**src/rtl/irq_hub_pkg.sv**
```systemverilog
package irq_hub_pkg;

  typedef enum logic [1:0] {
    MODE_PULSE    = 2'd0,
    MODE_LVL_SW   = 2'd1,
    MODE_LVL_AUTO = 2'd2,
    MODE_LVL_ALT  = 2'd3
  } intMode_e;

  localparam int REG_ADDR_W = 2;
  localparam logic [REG_ADDR_W-1:0] ADR_STATUS = 2'd0;
  localparam logic [REG_ADDR_W-1:0] ADR_MASK   = 2'd1;
  localparam logic [REG_ADDR_W-1:0] ADR_CFG    = 2'd2;

  localparam int CFG_W = 3;
  localparam logic [CFG_W-1:0] CFG_RESET = 3'b001;

  typedef struct packed {
    logic loadMask;
    logic loadCfg;
    logic clearStatus;
  } hubStrobe_t;

endpackage

```
**src/rtl/irq_hub_ctrl.sv**
```systemverilog
module irq_hub_ctrl
  import irq_hub_pkg::*;
#(
  parameter int PULSE_LEN = 4
) (
  input  logic                  clk,
  input  logic                  rstN,
  input  logic                  wrEn,
  input  logic                  rdEn,
  input  logic [REG_ADDR_W-1:0] regAddr,
  input  logic                  swClear,
  input  intMode_e              cfgMode,
  input  logic                  newEnabled,
  input  logic                  pendingEnabled,
  output hubStrobe_t            strobe,
  output logic                  intOut
);

  localparam int CNT_W = $clog2(PULSE_LEN + 1);
  localparam logic [CNT_W-1:0] CNT_LOAD = CNT_W'(PULSE_LEN);
  localparam logic [CNT_W-1:0] CNT_ONE  = CNT_W'(1);

  logic             statusRead;
  logic [CNT_W-1:0] pulseCnt;

  assign statusRead = rdEn && (regAddr == ADR_STATUS);

  // Host access decoding into datapath strobes
  always_comb begin
    strobe.loadMask    = wrEn && (regAddr == ADR_MASK);
    strobe.loadCfg     = wrEn && (regAddr == ADR_CFG);
    strobe.clearStatus = swClear || (statusRead && (cfgMode == MODE_LVL_AUTO));
  end

  // Pulse timer: reloads on every new enabled event
  always_ff @(posedge clk or negedge rstN) begin
    if (!rstN)
      pulseCnt <= '0;
    else if (newEnabled)
      pulseCnt <= CNT_LOAD;
    else if (pulseCnt != '0)
      pulseCnt <= pulseCnt - CNT_ONE;
  end

  always_comb begin
    case (cfgMode)
      MODE_PULSE: intOut = (pulseCnt != '0);
      default:    intOut = pendingEnabled;
    endcase
  end

endmodule

```
**src/rtl/irq_hub_dp.sv**
```systemverilog
module irq_hub_dp
  import irq_hub_pkg::*;
#(
  parameter int NUM_SRC = 16
) (
  input  logic                  clk,
  input  logic                  rstN,
  input  hubStrobe_t            strobe,
  input  logic [REG_ADDR_W-1:0] regAddr,
  input  logic [NUM_SRC-1:0]    wrData,
  input  logic [NUM_SRC-1:0]    evtIn,
  output logic [NUM_SRC-1:0]    rdData,
  output logic [NUM_SRC-1:0]    statusQ,
  output logic [NUM_SRC-1:0]    maskQ,
  output intMode_e              cfgMode,
  output logic                  cfgEnh,
  output logic                  newEnabled,
  output logic                  pendingEnabled
);

  logic [CFG_W-1:0]   cfgQ;
  logic [NUM_SRC-1:0] statusNext;

  assign cfgMode = intMode_e'(cfgQ[1:0]);
  assign cfgEnh  = cfgQ[2];

  // Per-source status cell: a set from an event beats any clear
  for (genvar b = 0; b < NUM_SRC; b++) begin : gStatCell
    logic setBit;
    assign setBit        = evtIn[b] & (cfgEnh | maskQ[b]);
    assign statusNext[b] = setBit | (statusQ[b] & ~strobe.clearStatus);
  end

  always_ff @(posedge clk or negedge rstN) begin
    if (!rstN) statusQ <= '0;
    else       statusQ <= statusNext;
  end

  always_ff @(posedge clk or negedge rstN) begin
    if (!rstN)               maskQ <= '0;
    else if (strobe.loadMask) maskQ <= wrData;
  end

  always_ff @(posedge clk or negedge rstN) begin
    if (!rstN)              cfgQ <= CFG_RESET;
    else if (strobe.loadCfg) cfgQ <= wrData[CFG_W-1:0];
  end

  assign newEnabled     = |(evtIn & maskQ);
  assign pendingEnabled = |(statusQ & maskQ);

  always_comb begin
    case (regAddr)
      ADR_STATUS: rdData = statusQ;
      ADR_MASK:   rdData = maskQ;
      ADR_CFG:    rdData = NUM_SRC'(cfgQ);
      default:    rdData = '0;
    endcase
  end

endmodule

```
**src/rtl/irq_hub.sv**
```systemverilog
module irq_hub
  import irq_hub_pkg::*;
#(
  parameter int NUM_SRC   = 16,
  parameter int PULSE_LEN = 4
) (
  input  logic               clk,
  input  logic               rstN,
  input  logic [NUM_SRC-1:0] evtIn,
  input  logic               wrEn,
  input  logic               rdEn,
  input  logic [1:0]         regAddr,
  input  logic [NUM_SRC-1:0] wrData,
  output logic [NUM_SRC-1:0] rdData,
  input  logic               swClear,
  output logic               intOut
);

  hubStrobe_t         strobe;
  logic [NUM_SRC-1:0] statusQ;
  logic [NUM_SRC-1:0] maskQ;
  intMode_e           cfgMode;
  logic               cfgEnh;
  logic               newEnabled;
  logic               pendingEnabled;

  irq_hub_ctrl #(.PULSE_LEN(PULSE_LEN)) uCtrl (
    .clk            (clk),
    .rstN           (rstN),
    .wrEn           (wrEn),
    .rdEn           (rdEn),
    .regAddr        (regAddr),
    .swClear        (swClear),
    .cfgMode        (cfgMode),
    .newEnabled     (newEnabled),
    .pendingEnabled (pendingEnabled),
    .strobe         (strobe),
    .intOut         (intOut)
  );

  irq_hub_dp #(.NUM_SRC(NUM_SRC)) uDp (
    .clk            (clk),
    .rstN           (rstN),
    .strobe         (strobe),
    .regAddr        (regAddr),
    .wrData         (wrData),
    .evtIn          (evtIn),
    .rdData         (rdData),
    .statusQ        (statusQ),
    .maskQ          (maskQ),
    .cfgMode        (cfgMode),
    .cfgEnh         (cfgEnh),
    .newEnabled     (newEnabled),
    .pendingEnabled (pendingEnabled)
  );

endmodule

```
**config.mk**
```make
export PLATFORM = sky130hd
export DESIGN_NAME = irq_hub
export DESIGN_NICKNAME = d
export VERILOG_FILES = /design/src/rtl/irq_hub_pkg.sv /design/src/rtl/irq_hub_ctrl.sv /design/src/rtl/irq_hub_dp.sv /design/src/rtl/irq_hub.sv
export SDC_FILE = /design/constraint.sdc
export NUM_CORES = 1
export LEC_CHECK = 0
export BUFFER_PORTS_ARGS = -buffer_cell sky130_fd_sc_hd__buf_2
export CORE_MARGIN = 10
export CORE_UTILIZATION = 47
export DETAILED_ROUTE_END_ITERATION = 12
export PLACE_DENSITY_LB_ADDON = 0.25
export REMOVE_ABC_BUFFERS = 1
export SLEW_MARGIN = 15
export SYNTH_ARGS = -nofsm -noshare
export SYNTH_HDL_FRONTEND = slang
export SYNTH_SLANG_ARGS = --single-unit
```
**constraint.sdc**
```tcl
create_clock -name clk -period 1.4 [get_ports clk]
set_clock_uncertainty 0.2 [all_clocks]
set_input_delay 0.21 -clock clk [delete_from_list [all_inputs] [get_ports clk]]
set_output_delay 0.21 -clock clk [all_outputs]
set_load 0.02 [all_outputs]
```
==> results of run 1 <==
registers in the layout, summed over array words and instances (netlist names):
| signal | count |
|---|---|
| uCtrl.pulseCnt | 3 |
| uDp.cfgQ | 3 |
| uDp.maskQ | 16 |
| uDp.statusQ | 16 |
timing repair:
item	in CTS	in global routing
hold endpoints to repair	67	0
cloned	0	1
resized for setup	53	35
setup endpoints to repair	36	37
pin swaps	10	10
buffers inserted	11	14
hold buffers	29	0
power groups by stage:
| stage | Clock (W) | Combinational [W] | Sequential [W] |
|---|---|---|---|
| 3_3_place_gp | 0 | 0.00114 | 0.00145 |
| 2_1_floorplan | 0 | 0.000514 | 0.00147 |
| 6_report | 0.000791 | 0.00164 | 0.00148 |
| 5_1_grt | 0.000855 | 0.00174 | 0.00150 |
| 3_5_place_dp | 0 | 0.00116 | 0.00146 |
| 4_1_cts | 0.000793 | 0.00143 | 0.00146 |
synthesized netlist by cell type, drive strengths merged:
cell type  number  area share, %
a21o            1           0.43
a221oi          5            3.1
a222oi          1           0.49
a22o            5            2.2
a22oi           4            1.5
and2            1           0.31
and4            1           0.43
buf             5            2.3
clkbuf          2           0.37
dfrtp          37             46
dfstp           1            1.3
ha              2            1.2
inv            18            3.3
mux2           19             12
mux2i          17            8.4
nand2           6            1.1
nand2b          1           0.31
nand3b          2            1.4
nand4           1           0.31
nor2           14            2.6
nor2b           1           0.31
nor4b           1           0.43
o2111ai         1           0.43
o211a           1           0.49
o21ai          35            8.6
o32a            1           0.49
xnor2           1           0.43
how the worst max path moves through the flow:
stage | cells after the start | startpoint | slack [ns] | to
6_report | 4 | uDp.maskQ[4] | -0.69 | intOut
5_1_grt | 4 | uDp.maskQ[4] | -0.75 | intOut
4_1_cts | 5 | uDp.maskQ[1] | -0.59 | intOut
3_5_place_dp | 5 | uDp.statusQ[1] | -0.35 | intOut
3_3_place_gp | 5 | uDp.statusQ[1] | -0.32 | intOut
2_1_floorplan | 4 | uDp.maskQ[1] | -0.17 | intOut
layer usage:
metal / up-vias / track usage [%]
li1: 949 / -
met1: 1055 / 22.0
met2: 74 / 33.4
met3: 15 / 5.58
met4: 0 / 7.93
met5: - / 0
cell type report:
class / instances / area, um2 / area share [%]
Clock buffer: 7 / 86.3 / 2.49
Clock inverter: 1 / 5.00 / 0.144
Inverter: 18 / 67.6 / 1.95
Multi-Input combinational cell: 121 / 1080 / 31.2
Sequential cell: 38 / 952 / 27.5
Tap cell: 50 / 62.6 / 1.80
Timing Repair Buffer: 145 / 1210 / 35.0
worst max-delay path, cell delays in order, from the launching register on:
cell and delay, ns:
dfrtp_1 0.44, a222oi_1 0.38, nand4_1 0.21, o32a_1 0.22, buf_6 0.14
through the flow:
stage          worst slack (ns)  hold WS (ns)
6_report                 -0.687        0.0187
5_1_grt                  -0.747       0.00257
4_1_cts                  -0.586      0.000147
3_5_place_dp             -0.350       -0.0779
3_3_place_gp             -0.319       -0.0794
2_1_floorplan            -0.174        -0.286
kinds of logic after synthesis:
group / Yosys count / synth area share [%]
compound gates: 54 / 17.7
flops: 38 / 46.8
mux: 36 / 20.7
simple gates: 28 / 7.14
buf+inv: 25 / 5.97
fa+ha+maj: 2 / 1.23
xor+xnor: 1 / 0.431
==> metrics.yaml, run 1 <==
p_seq_share_pct: 37.9
coreArea_um2: 4090
p_sw_w: 0.00130
design_area_um2: 3470
antenna_found_initial: 0
utilization_pct: 84.9
die_x_um: 85.8
drt_wl_total_um: 7720
num_rows: 23
clk-insertion-delay-late_ns: 0.30
placed_cell_area_um2: 2730
wl_met1_um: 3060
route.detailed.drc: 0
dr_wl_met2_um: 4010
worstPathArrival_ns: 1.68
dr_total_vias: 2093
sw_frac_of_total_pct: 33.1
htreeDepth: 2
min_period_ns: 2.09
rrSetupSlack_ns: -0.27
wl_per_cell_um: 20.3
p_leak_nw: 1.74
drt_iter0_drc: 130
ys_seq_area_share_pct: 46.8
min_from: "wrData[1]"
report.final.slew_viol_count: 0
ys_seq_elements: 38
antenna_cells: 0
worst_slack_ns: -0.687
port_buffers: 55
status: "finished, violations left"
yosysWarnings: 0
nNetsFinal: 370
final_common_cell: "buf_4"
crit_type: "reg -> out"
power_w: 0.00391
crit_fanout: 5
clk_pin_slew_ns: 0.07
r2r_cells: 5
fmax_ghz: 0.479
wl_met3_um: 433
cts_tree: "yes"
rsz0062_at_grt: "true"
instances_no_fill: 380
syn2layout_area_growth_pct: 70.6
clockPowerShare_pct: 20.2
final.period_utilization_pct: 149
drtPass1Iterations: 4
cts_inserted_buffers: 5
hold_violations: 0
globalplace.congestion: 0.875
cts_root_buffer: "clkbuf_8"
start_util_pct: 49.8
drv_cap: 0
hold_class: "in -> reg"
grt_pass1_vias: 2302
worstHoldPathCells: 2
cts_sinks: 38
vias_per_cell: 5.51
ant_nets: 0
violations: "negative setup slack"
syn_area_per_cell_um2: 11.1
die_h_um: 85.8
ys_types: 32
cp-start-kind: "flop"
hold_end: "uDp.cfgQ[1]"
fillers: 206
grt.total_usage_pct: 19.4
grt.overflow.total: 0
top_layer_used: "met4"
cp_data_required_time_ns: 0.99
dieArea_um2: 7360
tightest_slew_ns: 0.389
setup_viol: 36
clockBufferDepth: 2
final_cell_mix: "buf_4 (49), buf_2 (41), dfrtp_1 (37)"
io_pins: 56
syn-instance-count: 184
grt_pass1_wl_um: 11400
power_density_nw_per_um2: 1130
dp.cells: 329
vdd_drop_max_mv: 0.721
fin_setup_tns_ns: -7.49
r2r_start: "uDp.maskQ[8]"
hpwl_um: 4620
combPwrFrac_pct: 41.9
reg2reg_to: "uCtrl.pulseCnt[1]"
grt_max_degree: 17
syn_area_um2: 2030
maxSlewHeadroom_pct: 73.8
p_int_w: 0.00262
critPathCaptureType: "output pin"
drive_above_1_share_pct: 52.7
Note: power is estimated with default switching activity, not from simulation.
==> inputs of run 2 (changes only) <==
Settings changed: CELL_PAD_IN_SITES_DETAIL_PLACEMENT from default to 1, CELL_PAD_IN_SITES_GLOBAL_PLACEMENT from default to 1, CORE_UTILIZATION 47 to 37, CTS_BUF_LIST from default to sky130_fd_sc_hd__clkbuf_8.
==> run 2 against run 1 <==
Net effect: the flow finishes with violations (negative hold slack, negative setup slack); critical endpoint unchanged; sequential share of layout area is 0.83 points higher; global-route usage is 2.4 points lower; highest routed layer unchanged; die area is 20% higher; via count is 1.8% lower; largest cell class unchanged.
==> metrics.yaml, run 2 (synthesis gave the netlist of run 1 again) <==
drv_cap: 0
ant_nets: 0
top_regs: "uDp.maskQ: 16 flops, uDp.statusQ: 16 flops"
critPathTopFamily: "compound AO/OA/AOI/OAI gates"
power_density_nw_per_um2: 1160
violations: "negative hold slack, negative setup slack"
drtPass1Iterations: 4
start_util_pct: 39.1
crit_fanout: 2
maxSlewHeadroom_pct: 73.8
hold_class: "in -> reg"
clk_pin_slew_ns: 0.07
io_pins: 56
htreeDepth: 2
seqCellArea_um2: 952
path_buf_inv: 1
grt_pass1_vias: 2274
fillers: 553
fin_setup_tns_ns: -6.31
dr_total_vias: 2056
worst_slack_ns: -0.736
rsz0062_at_grt: "true"
grt.total_usage_pct: 17.0
cts_tree: "yes"
cp-start-kind: "flop"
multi_input_area_um2: 1080
cts_root_buffer: "clkbuf_8"
fmax_ghz: 0.468
report.final.slew_viol_count: 0
wl_met3_um: 447
grt_pass1_wl_um: 11700
worstPathArrival_ns: 1.73
die_x_um: 94.1
num_rows: 26
cts_inserted_buffers: 5
top_layer_used: "met4"
drive_above_1_share_pct: 51.7
final_common_cell: "buf_4"
globalplace.congestion: 0.815
coreArea_um2: 5200
min_period_ns: 2.14
antenna_cells: 0
final.period_utilization_pct: 153
status: "finished, violations left"
hold_violations: 2
route.detailed.drc: 0
slowest_delay_ns: 0.40
cts_sinks: 38
die_h_um: 94.1
holdWs_ns: -0.0180
clockBufferDepth: 2
cp_data_required_time_ns: 0.99
design_area_um2: 3370
crit_type: "reg -> out"
tightest_slew_ns: 0.393
drt_iter0_drc: 112
clk-insertion-delay-late_ns: 0.31
wl_per_cell_um: 22.1
port_buffers: 55
grt_max_degree: 21
dr_wl_met2_um: 4550
vias_per_cell: 5.29
critPathCaptureType: "output pin"
nNetsFinal: 359
syn2layout_area_growth_pct: 65.6
setup_viol: 36
final_cell_mix: "buf_4 (45), buf_2 (41), dfrtp_1 (37)"
crit_chain: "a22o_1 -> a221oi_2 -> nand4_1 -> o32a_1 -> buf_6"
hpwl_um: 5050
cp_slowest_cell: "dfrtp_1"
p_leak_nw: 1.67
placed_cell_area_um2: 2750
wl_met1_um: 3490
dieArea_um2: 8860
drt_wl_total_um: 8590
grt.overflow.total: 0
vdd_drop_max_mv: 1.03
antenna_found_initial: 0
## run 2: changes by cell type in the layout (fill, tap and decap cells not counted), sizes merged
cell	delta
buf	-5
clkinv	-1
clkbuf	-2
dlygate4sd3	-5
inv	+2
## run 2: final timing paths
kind / from / endpoint / slack [ns] / cells past startpoint
max reg2reg: uDp.maskQ[4] / uCtrl.pulseCnt[1] / -0.33 / 5
max: uDp.maskQ[1] / intOut / -0.74 / 5
min reg2reg: uDp.statusQ[11] / uDp.statusQ[11] / 0.40 / 2
max in group asynchronous: rstN / uCtrl.pulseCnt[0] / 0.37 / 3
min: evtIn[0] / uDp.statusQ[0] / -0.02 / 3
min in group asynchronous: rstN / uDp.statusQ[9] / 0.19 / 2
## run 2: layer usage
metal,vias to the layer above,track usage [%]
li1,926,-
met1,1046,19.3
met2,72,30.9
met3,12,4.32
met4,0,3.80
met5,-,0
## run 2: repair_timing
| action | 4_1_cts | 5_1_grt |
|---|---|---|
| pin swaps | 6 | 6 |
| endpoints found under the hold margin | 64 | 0 |
| setup buffers | 3 | 9 |
| hold buffers | 24 | 0 |
| resized for setup | 45 | 37 |
| endpoints found under the setup margin | 36 | 36 |
## run 2: layout make-up
type	instances	share of cell area (%)
timing repair buffer	134	32.3
multi-input combinational	121	32.1
sequential	38	28.3
tap	70	2.60
clock buffer	6	2.45
inverter	18	2.01
clock inverter	2	0.223
## run 2: worst register-to-register path: cells and delay by family, from the launching register on
kind / cells / cell delay, ns
AO/OA/AOI/OAI: 3 / 0.60
flip-flops: 1 / 0.44
AND/OR/NAND/NOR: 1 / 0.27
buffers and inverters: 1 / 0.14
## run 2: power by group
part	internal [W]	switching [W]	leakage (nW)
Combinational	0.000874	0.000748	1.17
Sequential	0.00129	0.000186	0.447
Clock	0.000388	0.000423	0.0538
Total	0.00256	0.00136	1.67
## run 2: per-stage QoR
stage | cells | worst slack (ns) | total power (W) | hold slack (ns) | util (%)
detailed placement | 349 | -0.408 | 0.00265 | -0.0636 | 52.7
finish | 389 | -0.736 | 0.00391 | -0.0180 | 64.7
CTS | 383 | -0.635 | 0.00361 | 0.000335 | 61.3
global route | 389 | -0.792 | 0.00410 | 0.000694 | 64.7
floorplan | 177 | -0.174 | 0.00199 | -0.286 | -
global placement | 349 | -0.377 | 0.00260 | -0.0651 | 52.7
==> inputs of run 3 (changes only) <==
Settings changed: CTS_BUF_LIST sky130_fd_sc_hd__clkbuf_8 to sky130_fd_sc_hd__clkbuf_4 sky130_fd_sc_hd__clkbuf_8.
==> run 3 against run 2 <==
Net effect: the flow still finishes with violations (negative hold slack, negative setup slack); clock-buffer cell count increased by 2; global-route usage increased by 0.76 points; critical path depth unchanged; largest power group unchanged; utilization about the same; first-iteration DRC count decreased by 14%; hold slack improved by 0.011 ns; design area about the same; critical endpoint unchanged; critical path type unchanged; final cell count unchanged; sequential cell count unchanged; via count decreased by 2.6%.
==> metrics.yaml, run 3 (synthesis gave the netlist of run 1 again) <==
status: "finished, violations left"
violations: "negative hold slack, negative setup slack"
utilization_pct: 64.7
final_common_cell: "buf_4"
hold_violations: 3
route.detailed.drc: 0
min_from: "evtIn[0]"
fin_setup_tns_ns: -5.75
die_h_um: 94.1
critPathTopFamily: "compound AO/OA/AOI/OAI gates"
maxSlewHeadroom_pct: 76.2
grt_pass1_vias: 2312
critPathCaptureType: "output pin"
nNetsFinal: 359
clk-insertion-delay-late_ns: 0.31
worst_slack_ns: -0.728
crit_type: "reg -> out"
grt.overflow.total: 0
path_buf_inv: 1
final.period_utilization_pct: 152
drt_wl_total_um: 7900
die_x_um: 94.1
drive_above_1_share_pct: 52.7
vdd_drop_max_mv: 0.716
power_density_nw_per_um2: 1160
cp_slowest_cell: "dfrtp_1"
drtPass1Iterations: 4
fmax_ghz: 0.470
place_ws_ns: -0.408
htreeDepth: 2
top_regs: "uDp.maskQ: 16 flops, uDp.statusQ: 16 flops"
clk_pin_slew_ns: 0.07
grt_pass1_wl_um: 12300
start_util_pct: 39.1
cts_root_buffer: "clkbuf_8"
design_area_um2: 3370
cp-start-kind: "flop"
coreArea_um2: 5200
io_pins: 56
final_cell_mix: "buf_4 (44), buf_2 (43), dfrtp_1 (37)"
p_leak_nw: 1.67
setup_viol: 36
grt.total_usage_pct: 17.8
crit_chain: "a22o_1 -> a221oi_2 -> nand4_1 -> o32a_1 -> buf_6"
r2r_start: "uDp.maskQ[14]"
holdWs_ns: -0.00670
dp.cells: 349
cts_inserted_buffers: 5
hpwl_um: 5050
syn2layout_area_growth_pct: 65.7
crit_fanout: 2
ant_nets: 0
cp_data_required_time_ns: 0.99
dr_total_vias: 2002
placed_cell_area_um2: 2750
rsz0062_at_grt: "true"
cts_tree: "yes"
num_rows: 26
dieArea_um2: 8860
hold_class: "in -> reg"
crit_start: "uDp.statusQ[1]"
drt_iter0_drc: 96
grt_max_degree: 21
clockBufferDepth: 2
globalplace.congestion: 0.815
slowest_delay_ns: 0.38
report.final.slew_viol_count: 0
vias_per_cell: 5.15
port_buffers: 55
rrSetupSlack_ns: -0.28
instances_no_fill: 389
antenna_found_initial: 0
wl_per_cell_um: 20.3
drv_cap: 0
antenna_cells: 0
tightest_slew_ns: 0.358
min_period_ns: 2.13
cts_sinks: 38
worstPathArrival_ns: 1.72
-- run 3: per-stage QoR --
stage	hold WS (ns)	power (W)
2_1_floorplan	-0.286	0.00199
3_3_place_gp	-0.0651	0.00260
3_5_place_dp	-0.0636	0.00265
4_1_cts	0.00215	0.00366
5_1_grt	-0.00578	0.00410
6_report	-0.00670	0.00390
-- run 3: where the power goes --
| part | internal [W] | switching (W) |
|---|---|---|
| registers | 0.00129 | 0.000176 |
| clock network | 0.000441 | 0.000404 |
| logic | 0.000859 | 0.000727 |
-- run 3: layout make-up --
cell class              instances  area (um2)
fillers                       564        1840
multi-input cells             121        1090
repair buffers                134        1080
flip-flops and latches         38         952
clock buffers                   8        97.6
well taps                      70        87.6
inverters                      18        67.6
-- run 3: what timing repair did --
action,CTS,global route
endpoints found under the hold margin,65,0
hold buffers,25,0
buffers inserted,3,10
pin swaps,6,9
gates resized for setup,45,35
endpoints found under the setup margin,36,36
-- run 3: path summary, 6_finish.rpt --
kind / cells after the start / end
min in group asynchronous: 2 / uDp.maskQ[9]
min: 3 / uDp.statusQ[0]
max reg2reg: 5 / uCtrl.pulseCnt[0]
max: 5 / intOut
max in group asynchronous: 3 / uCtrl.pulseCnt[1]
min reg2reg: 2 / uDp.statusQ[11]
-- run 3: routing by layer --
metal  vias up  track usage [%]  wire (um)
met5         -                0          0
met4         0             3.42        127
met3        10             4.48        460
met2        60             31.6       4030
met1      1002             21.0       3280
li1        930                -          -
-- run 3: tightest hold or removal path, cell delays in order --
cell and delay, ns:
buf_2 0.09, o21ai_0 0.09, o21ai_2 0.06
